$ cat config.mk
export PLATFORM = sky130hd
export DESIGN_NAME = branch_trace_buf
export DESIGN_NICKNAME = d
export VERILOG_FILES = /design/src/rtl/tbuf_pkg.sv /design/src/rtl/tbuf_gate.sv /design/src/rtl/tbuf_store.sv /design/src/rtl/branch_trace_buf.sv
export SDC_FILE = /design/constraint.sdc
export NUM_CORES = 2
export LEC_CHECK = 0
export BUFFER_PORTS_ARGS = -buffer_cell sky130_fd_sc_hd__buf_2
export CORE_MARGIN = 10
export CORE_UTILIZATION = 49
export DETAILED_ROUTE_END_ITERATION = 10
export PLACE_DENSITY = 0.61
export SLEW_MARGIN = 10
export SYNTH_ARGS = -nofsm -noshare
export SYNTH_HDL_FRONTEND = slang
export SYNTH_SLANG_ARGS = --single-unit
export TNS_END_PERCENT = 10
$ cat constraint.sdc
create_clock -name clk -period 23.3 [get_ports clk]
set_clock_uncertainty 0.2 [all_clocks]
set_input_delay 2.33 -clock clk [delete_from_list [all_inputs] [get_ports clk]]
set_output_delay 2.33 -clock clk [all_outputs]
set_load 0.1 [all_outputs]
$ cat src/rtl/tbuf_pkg.sv
// Package: shared constants and types for the branch trace buffer.
// Assumes a 32-bit register port and 32-bit addresses.
package tbuf_pkg;
    localparam int DW = 32;

    // control register bit positions
    localparam int CTL_PWR  = 0;
    localparam int CTL_EN   = 1;
    localparam int CTL_OVX  = 2;
    localparam int CTL_CMP1 = 3;
    localparam int CTL_CMP2 = 4;

    // register offsets
    localparam logic [11:0] OFS_CTRL = 12'h000;
    localparam logic [11:0] OFS_STAT = 12'h004;
    localparam logic [11:0] OFS_DATA = 12'h100;

    // decoded operating mode
    typedef struct packed {
        logic cmp2;
        logic cmp1;
        logic ovx;
        logic en;
        logic pwr;
    } tb_mode_t;
endpackage

$ cat src/rtl/tbuf_gate.sv
// Module: tbuf_gate
// Decides whether a presented branch event may enter the store.
// Assumes the level input is the core's current priority level, and that
// levels numerically at or below EXC_LVL are emulation/exception levels.
module tbuf_gate
    import tbuf_pkg::*;
#(
    parameter int LVL_W   = 4,
    parameter int RST_LVL = 1,
    parameter int EXC_LVL = 3
) (
    input  logic             cap_valid,
    input  logic             cap_loop,
    input  logic [LVL_W-1:0] cap_lvl,
    input  tb_mode_t         mode,
    output logic             take
);
    localparam logic [LVL_W-1:0] RST_L = LVL_W'(RST_LVL);
    localparam logic [LVL_W-1:0] EXC_L = LVL_W'(EXC_LVL);

    logic armed;
    logic lvl_ok;

    // capture is armed only when powered and enabled
    always_comb armed = mode.pwr && mode.en;

    // level filter: reset level never, low levels not in exception mode
    always_comb lvl_ok = (cap_lvl != RST_L) && !((cap_lvl <= EXC_L) && mode.ovx);

    // final acceptance
    always_comb take = cap_valid && armed && !cap_loop && lvl_ok;
endmodule

$ cat src/rtl/tbuf_store.sv
// Module: tbuf_store
// Circular store of source/destination pairs with repeat compression,
// overwrite-or-exception on full, and a newest-first two-read drain.
// Assumes DEPTH is a power of two. The read word is combinational and
// reflects the store after any capture in the same cycle.
module tbuf_store
    import tbuf_pkg::*;
#(
    parameter int DEPTH = 16,
    localparam int PTR_W = $clog2(DEPTH),
    localparam int CNT_W = PTR_W + 1
) (
    input  logic             clk,
    input  logic             rst_n,
    input  logic             take,
    input  logic [DW-1:0]    cap_src,
    input  logic [DW-1:0]    cap_dst,
    input  tb_mode_t         mode,
    input  logic             pop,
    output logic [DW-1:0]    rd_word,
    output logic [CNT_W-1:0] fill,
    output logic [CNT_W-1:0] fill_view,
    output logic             ovf_exc
);
    localparam logic [CNT_W-1:0] FULL_CNT = CNT_W'(DEPTH);

    logic [DW-1:0]    src_mem [DEPTH];
    logic [DW-1:0]    dst_mem [DEPTH];
    logic [PTR_W-1:0] wptr_q;
    logic [CNT_W-1:0] cnt_q;
    logic             mid_q;
    logic             exc_q;

    logic [PTR_W-1:0] idx_last, idx_prev;
    logic             full, hit1, hit2;
    logic             exc_set, mark1, mark2, put;
    logic [PTR_W-1:0] wptr_cap, wptr_nxt;
    logic [CNT_W-1:0] cnt_cap, cnt_nxt;
    logic [DW-1:0]    new_src, new_dst;
    logic             have, drop;

    // slot indices of the newest and second-newest entries
    always_comb begin
        idx_last = wptr_q - PTR_W'(1);
        idx_prev = wptr_q - PTR_W'(2);
    end

    // match detection for both compression levels (bit 0 ignored)
    always_comb begin
        full = (cnt_q == FULL_CNT);
        hit1 = mode.cmp1 && (cnt_q != '0)
            && (cap_src[DW-1:1] == src_mem[idx_last][DW-1:1])
            && (cap_dst[DW-1:1] == dst_mem[idx_last][DW-1:1]);
        hit2 = mode.cmp2 && (cnt_q >= CNT_W'(2))
            && (cap_src[DW-1:1] == src_mem[idx_prev][DW-1:1])
            && (cap_dst[DW-1:1] == dst_mem[idx_prev][DW-1:1]);
    end

    // capture decision: exception, compress into an entry, or store
    always_comb begin
        exc_set = 1'b0;
        mark1   = 1'b0;
        mark2   = 1'b0;
        put     = 1'b0;
        if (take) begin
            if (full && mode.ovx) exc_set = 1'b1;
            else if (hit1)        mark1   = 1'b1;
            else if (hit2)        mark2   = 1'b1;
            else                  put     = 1'b1;
        end
    end

    // pointer and count after the capture step
    always_comb begin
        wptr_cap = put ? wptr_q + PTR_W'(1) : wptr_q;
        cnt_cap  = (put && !full) ? cnt_q + CNT_W'(1) : cnt_q;
    end

    // newest entry as seen after the capture step
    always_comb begin
        if (put) begin
            new_src = cap_src;
            new_dst = cap_dst;
        end else begin
            new_src = src_mem[idx_last];
            new_dst = dst_mem[idx_last] | DW'(mark1);
        end
    end

    // drain path: destination first, then source with removal
    always_comb begin
        have     = (cnt_cap != '0);
        drop     = pop && have && mid_q;
        rd_word  = (pop && have) ? (mid_q ? new_src : new_dst) : '0;
        wptr_nxt = drop ? wptr_cap - PTR_W'(1) : wptr_cap;
        cnt_nxt  = drop ? cnt_cap - CNT_W'(1) : cnt_cap;
    end

    // entry storage and in-place compression marks
    always_ff @(posedge clk) begin
        if (put) begin
            src_mem[wptr_q] <= cap_src;
            dst_mem[wptr_q] <= cap_dst;
        end
        if (mark1) dst_mem[idx_last][0] <= 1'b1;
        if (mark2) src_mem[idx_prev][0] <= 1'b1;
    end

    // pointer, count, read phase and exception pulse
    always_ff @(posedge clk) begin
        if (!rst_n) begin
            wptr_q <= '0;
            cnt_q  <= '0;
            mid_q  <= 1'b0;
            exc_q  <= 1'b0;
        end else begin
            wptr_q <= wptr_nxt;
            cnt_q  <= cnt_nxt;
            mid_q  <= (pop && have) ? !mid_q : mid_q;
            exc_q  <= exc_set;
        end
    end

    assign fill      = cnt_q;
    assign fill_view = cnt_cap;
    assign ovf_exc   = exc_q;

    AST_FILL_LIMIT: assert property (@(posedge clk) disable iff (!rst_n) cnt_q <= FULL_CNT);
    AST_EXC_WHEN_FULL: assert property (@(posedge clk) disable iff (!rst_n)
        exc_q |-> ($past(cnt_q) == FULL_CNT) && $past(mode.ovx));
    AST_FULL_HOLDS: assert property (@(posedge clk) disable iff (!rst_n)
        (cnt_q == FULL_CNT && !pop) |=> (cnt_q == FULL_CNT));
    AST_FILL_STEP: assert property (@(posedge clk) disable iff (!rst_n)
        (cnt_q == $past(cnt_q)) || (cnt_q == $past(cnt_q) + CNT_W'(1))
        || (cnt_q == $past(cnt_q) - CNT_W'(1)));
endmodule

$ cat src/rtl/branch_trace_buf.sv
// Module: branch_trace_buf
// Top of the branch trace buffer: register port decode, control register,
// capture filter and entry store. Assumes one register access per cycle,
// read data used in the same cycle, and word accesses flagged by bus_word.
module branch_trace_buf
    import tbuf_pkg::*;
#(
    parameter int DEPTH   = 16,
    parameter int LVL_W   = 4,
    parameter int RST_LVL = 1,
    parameter int EXC_LVL = 3,
    parameter int BUS_AW  = 12,
    localparam int CNT_W  = $clog2(DEPTH) + 1
) (
    input  logic              clk,
    input  logic              rst_n,
    input  logic              cap_valid,
    input  logic [DW-1:0]     cap_src,
    input  logic [DW-1:0]     cap_dst,
    input  logic              cap_loop,
    input  logic [LVL_W-1:0]  cap_lvl,
    input  logic              bus_en,
    input  logic              bus_we,
    input  logic              bus_word,
    input  logic [BUS_AW-1:0] bus_addr,
    input  logic [DW-1:0]     bus_wdata,
    output logic [DW-1:0]     bus_rdata,
    output logic              ovf_exc
);
    localparam logic [BUS_AW-1:0] A_CTRL = BUS_AW'(OFS_CTRL);
    localparam logic [BUS_AW-1:0] A_STAT = BUS_AW'(OFS_STAT);
    localparam logic [BUS_AW-1:0] A_DATA = BUS_AW'(OFS_DATA);

    logic [DW-1:0]    ctrl_q;
    tb_mode_t         mode;
    logic             acc, ctrl_wr, pop, take;
    logic [DW-1:0]    rd_word;
    logic [CNT_W-1:0] fill, fill_view;

    // word-sized accesses only; decode control write and data pop
    always_comb begin
        acc     = bus_en && bus_word;
        ctrl_wr = acc && bus_we && (bus_addr == A_CTRL);
        pop     = acc && !bus_we && (bus_addr == A_DATA);
    end

    // control register, all bits kept as written
    always_ff @(posedge clk) begin
        if (!rst_n)       ctrl_q <= '0;
        else if (ctrl_wr) ctrl_q <= bus_wdata;
    end

    // operating mode fields pulled from the control register
    always_comb begin
        mode.pwr  = ctrl_q[CTL_PWR];
        mode.en   = ctrl_q[CTL_EN];
        mode.ovx  = ctrl_q[CTL_OVX];
        mode.cmp1 = ctrl_q[CTL_CMP1];
        mode.cmp2 = ctrl_q[CTL_CMP2];
    end

    tbuf_gate #(
        .LVL_W  (LVL_W),
        .RST_LVL(RST_LVL),
        .EXC_LVL(EXC_LVL)
    ) u_gate (
        .cap_valid(cap_valid),
        .cap_loop (cap_loop),
        .cap_lvl  (cap_lvl),
        .mode     (mode),
        .take     (take)
    );

    tbuf_store #(
        .DEPTH(DEPTH)
    ) u_store (
        .clk      (clk),
        .rst_n    (rst_n),
        .take     (take),
        .cap_src  (cap_src),
        .cap_dst  (cap_dst),
        .mode     (mode),
        .pop      (pop),
        .rd_word  (rd_word),
        .fill     (fill),
        .fill_view(fill_view),
        .ovf_exc  (ovf_exc)
    );

    // read data mux; unmapped offsets and writes return zero
    always_comb begin
        bus_rdata = '0;
        if (acc && !bus_we) begin
            if (bus_addr == A_CTRL)      bus_rdata = ctrl_q;
            else if (bus_addr == A_STAT) bus_rdata = DW'(fill_view);
            else if (bus_addr == A_DATA) bus_rdata = rd_word;
        end
    end

    AST_LOOP_DROP: assert property (@(posedge clk) disable iff (!rst_n)
        (cap_valid && cap_loop) |-> !take);
    AST_POWER_GATE: assert property (@(posedge clk) disable iff (!rst_n)
        !(ctrl_q[CTL_PWR] && ctrl_q[CTL_EN]) |-> !take);
    AST_IDLE_HOLD: assert property (@(posedge clk) disable iff (!rst_n)
        (!take && !pop) |=> $stable(fill));
    AST_NO_RESET_LVL: assert property (@(posedge clk) disable iff (!rst_n)
        (cap_lvl == LVL_W'(RST_LVL)) |-> !take);
endmodule

==> implementation parameters <==
Parameter                              Value

Pwr
  Clock group share of total power ... 45.3%
  Gate power share ... 2.2%
  Static leakage ... 19.2 nW
  Register share of total power ... 52.5%
  Net switching component of the power ... 0.828 mW
  Internal Dissipation ... 3.17 mW
  VDD IR max ... 0.0597 mV
  Design Power ... 4.00 mW
  Switching part of the total ... 20.7%
  Power density relative to cell area ... 66.7 nW/um^2

Final layout
  Area growth syn-to-layout ... 10.8%
  Share of layout cells above drive strength 1 ... 28.4%
  Post-Route Utilization ... 54.9%
  Commonest cells after routing, fill and taps aside ... sky130_fd_sc_hd__edfxtp_1 (1024), sky130_fd_sc_hd__mux4_2 (500), sky130_fd_sc_hd__mux2i_1 (268)
  Final layout net count ... 3494
  Most common library cell in the layout ignoring fill and taps ... sky130_fd_sc_hd__edfxtp_1
  Count of placed standard cells in the final layout, fillers left out ... 4940

CTS
  Skew-Pair Late Insertion Delay ... 0.73 ns
  Number of buffers inserted for hold repair after clock tree synthesis ... 0
  Number of CTS-inserted buffers ... 111
  CTS resizes ... 0
  Clock Tree Root ... sky130_fd_sc_hd__clkbuf_16
  Number of buffers inserted by post-CTS setup repair ... 0
  Clock slew at the register clock pins of the worst setup and hold paths ... 0.06 ns
  Maximum clock insertion buffer count ... 3
  Depth of the CTS H-tree ... 3
  CTS tree ... done
  TritonCTS sink count ... 1067

Worst setup path
  Capturing element type of the critical path ... output pin
  Sort of element at the start of the critical path ... flip-flop
  Crit Path Category ... reg2out
  Critical path data required time ... 20.77 ns
  Crit-path max FO ... 103
  Critical path arrival ... 10.31 ns

Die
  Die footprint ... 124000 sq um
  Initial standard-cell utilization of the core ... 49.5%
  Die span in y ... 352 um
  Top Ports ... 152
  Row count ... 121
  Horizontal die dimension ... 352 um
  Area of the core ... 109000 sq um

Placement
  Cell Count Post-Placement ... 4727
  Number of buffer cells added on primary ports ... 151
  Routability-driven placement congestion ratio ... 0.987
  Detail Placement HPWL ... 116000 um

GRT
  Total routing usage reported by global routing ... 28.8%
  Met3 demand-to-capacity share in global routing ... 8.53%
  Global Route met1 Usage ... 37.8%
  Highest-utilization routing layer at the global route stage ... met2
  Residual overflow from global routing ... 0
  Via count of the first global-routing pass ... 33800
  Antenna violations before repair ... 21
  Maximum number of pins on one net before global-route repair ... 124
  GR Util met2 ... 44.1%
  Global-route wire length before repair ... 258000 um

Flow run
  Number of maximum-capacitance constraint violations ... 0

STA
  Worst-case hold slack ... 0.260 ns
  Final Slew Violations ... 0
  Unrepaired setup endpoints after global routing ... false
  Relative slew slack ... 24.3%
  Number of endpoints failing setup at the final stage ... 0
  Peak clock frequency supported by timing ... 77.9 MHz
  Time the worst path needs with I/O delays and setup ... 12.84 ns
  Total Neg Setup Slack ... 0 ns
  Slew at the pin with the worst max-slew slack ... 1.13 ns
  Ratio of final minimum period to clock period ... 55.1%
  Number of endpoints with negative hold slack in the final report ... 0

Synthesis
  Distinct cell type count of the synthesized netlist ... 85
  Net Count, Synth ... 3390
  Ys Warns ... 0
  Cells after synthesis ... 3260
  Number of enable-type register cells in the synthesized netlist ... 1024
  Most instantiated flip-flop cell in the synthesis netlist ... sky130_fd_sc_hd__edfxtp_1
  Fraction of synthesis flops using an asynchronous set or reset pin ... 0%
  Total of flip-flops plus latches after synthesis ... 1067
  Post-synthesis instance area ... 54100 sq um
  Post-synthesis sequential area ratio ... 58.4%
  Average footprint of a synthesized cell ... 16.6 sq um

Route
  Vias after detailed routing ... 34200
  Starting DRT DRC Count ... 4331
  Final routed wire length divided by cell count ... 37.1 um
  Drt total wl ... 183000 um
  Count of unresolved DRC violations after routing ... 0
  Iteration count of the initial detailed-routing pass ... 6
  Post-route ant nets ... 0
  Number of vias per cell ... 6.91

Outcome
  Status ... finished clean

Min path
  Worst min path class ... reg2reg
[critical path, cell delays in order (launching register included)]
cell and delay (ns):
sky130_fd_sc_hd__dfxtp_4 0.88, sky130_fd_sc_hd__inv_4 0.36, sky130_fd_sc_hd__ha_4 0.91, sky130_fd_sc_hd__buf_12 0.69
sky130_fd_sc_hd__buf_12 0.70, sky130_fd_sc_hd__mux4_2 0.60, sky130_fd_sc_hd__mux4_2 0.59, sky130_fd_sc_hd__xor2_1 0.22
sky130_fd_sc_hd__a2111oi_2 0.32, sky130_fd_sc_hd__nand4b_1 0.15, sky130_fd_sc_hd__nor4_1 0.57, sky130_fd_sc_hd__and3_4 0.32
sky130_fd_sc_hd__a211o_2 0.15, sky130_fd_sc_hd__buf_4 0.71, sky130_fd_sc_hd__a2111oi_4 0.09, sky130_fd_sc_hd__o221ai_4 0.41
sky130_fd_sc_hd__and2_1 0.81, sky130_fd_sc_hd__a22o_1 0.27, sky130_fd_sc_hd__buf_2 0.43
[power groups by stage]
stage          Combinational [mW]  Clock (mW)  Sequential, mW
2_1_floorplan              0.0351           0            2.14
3_3_place_gp               0.0841           0            2.14
3_5_place_dp               0.0862           0            2.14
4_1_cts                    0.0866        1.83            2.10
5_1_grt                    0.0925        1.91            2.10
6_report                   0.0885        1.81            2.10
[sequential cells by signal, indices dropped and copies added (netlist names)]
name,cells
u_store.dst_mem,512
u_store.src_mem,512
u_store.ovf_exc,1
u_store.fill,5
u_store.wptr_q,4
u_store.mid_q,1
ctrl_q,32
[cell type report]
type                       count  area, sq um
antenna                        4         10.0
multi-input combinational   1922        21200
sequential                  1067        31600
timing repair buffer         233         1460
tap                         1476         1850
clock inverter                73          721
fill                        8602        49300
inverter                      29          111
clock buffer                 136         2980
[per-stage QoR]
stage                     setup WS (ns)  area (sq um)
after global routing               9.84         60000
final                             10.46         60000
after global placement            11.37         56300
after detailed placement          11.16         56300
after CTS                         10.36         60000
after floorplan                   13.04         54100
[synthesized netlist by cell type, drive strengths merged (4+ instances only)]
cell type / n / share of area [%]
and2: 65 / 0.75
a221oi: 12 / 0.19
buf: 182 / 2.4
nand2: 265 / 1.8
nand3b: 4 / 0.055
mux4: 500 / 21
clkbuf: 60 / 0.42
ha: 11 / 0.25
o211ai: 5 / 0.069
a32oi: 17 / 0.29
nand4: 29 / 0.34
a21o: 7 / 0.097
a31oi: 31 / 0.38
and3: 30 / 0.36
nand3: 86 / 0.80
nand2b: 14 / 0.16
xor2: 45 / 0.76
edfxtp: 1024 / 57
o21ai: 33 / 0.31
mux2: 12 / 0.25
a22o: 25 / 0.40
a211oi: 15 / 0.23
inv: 29 / 0.20
o2111ai: 5 / 0.081
nor4: 19 / 0.25
dfxtp: 43 / 1.6
nor2: 127 / 0.88
and4: 5 / 0.081
o22ai: 8 / 0.092
a21oi: 72 / 0.67
xnor2: 82 / 1.3
a21boi: 4 / 0.055
a2111oi: 6 / 0.16
o32ai: 6 / 0.097
nor2b: 12 / 0.14
mux2i: 268 / 5.0
a22oi: 21 / 0.29
o31ai: 4 / 0.055
or3: 5 / 0.058
o221ai: 4 / 0.097
nor3: 23 / 0.21
[kinds of logic (layout without fill, tap and decap cells)]
kind of cell | count (synthesis) | in the layout | synth area share [%]
fa+ha+maj | 11 | 11 | 0.254
other cells | 0 | 4 | 0
simple gates | 701 | 701 | 6.17
mux | 780 | 780 | 26.0
buf+inv | 271 | 471 | 2.97
flops | 1067 | 1067 | 58.4
compound gates | 303 | 303 | 4.07
xor+xnor | 127 | 127 | 2.10
[final timing paths]
check,startpoint,endpoint,slack [ns],cells past startpoint
worst min register to register,ctrl_q[29],ctrl_q[29],0.26,2
worst min-delay path,ctrl_q[29],ctrl_q[29],0.26,2
worst max-delay path,u_store.wptr_q[0],bus_rdata[30],10.46,18
worst max register to register,u_store.wptr_q[0],u_store.src_mem[6][6],13.36,18
[routing by layer]
metal  share of wire, %  routed length (um)
met5              0.070                 128
met1                 38               69100
met4                5.3                9660
met3                 12               21100
met2                 45               83200
No activity file was read; power rests on OpenSTA's default activity.
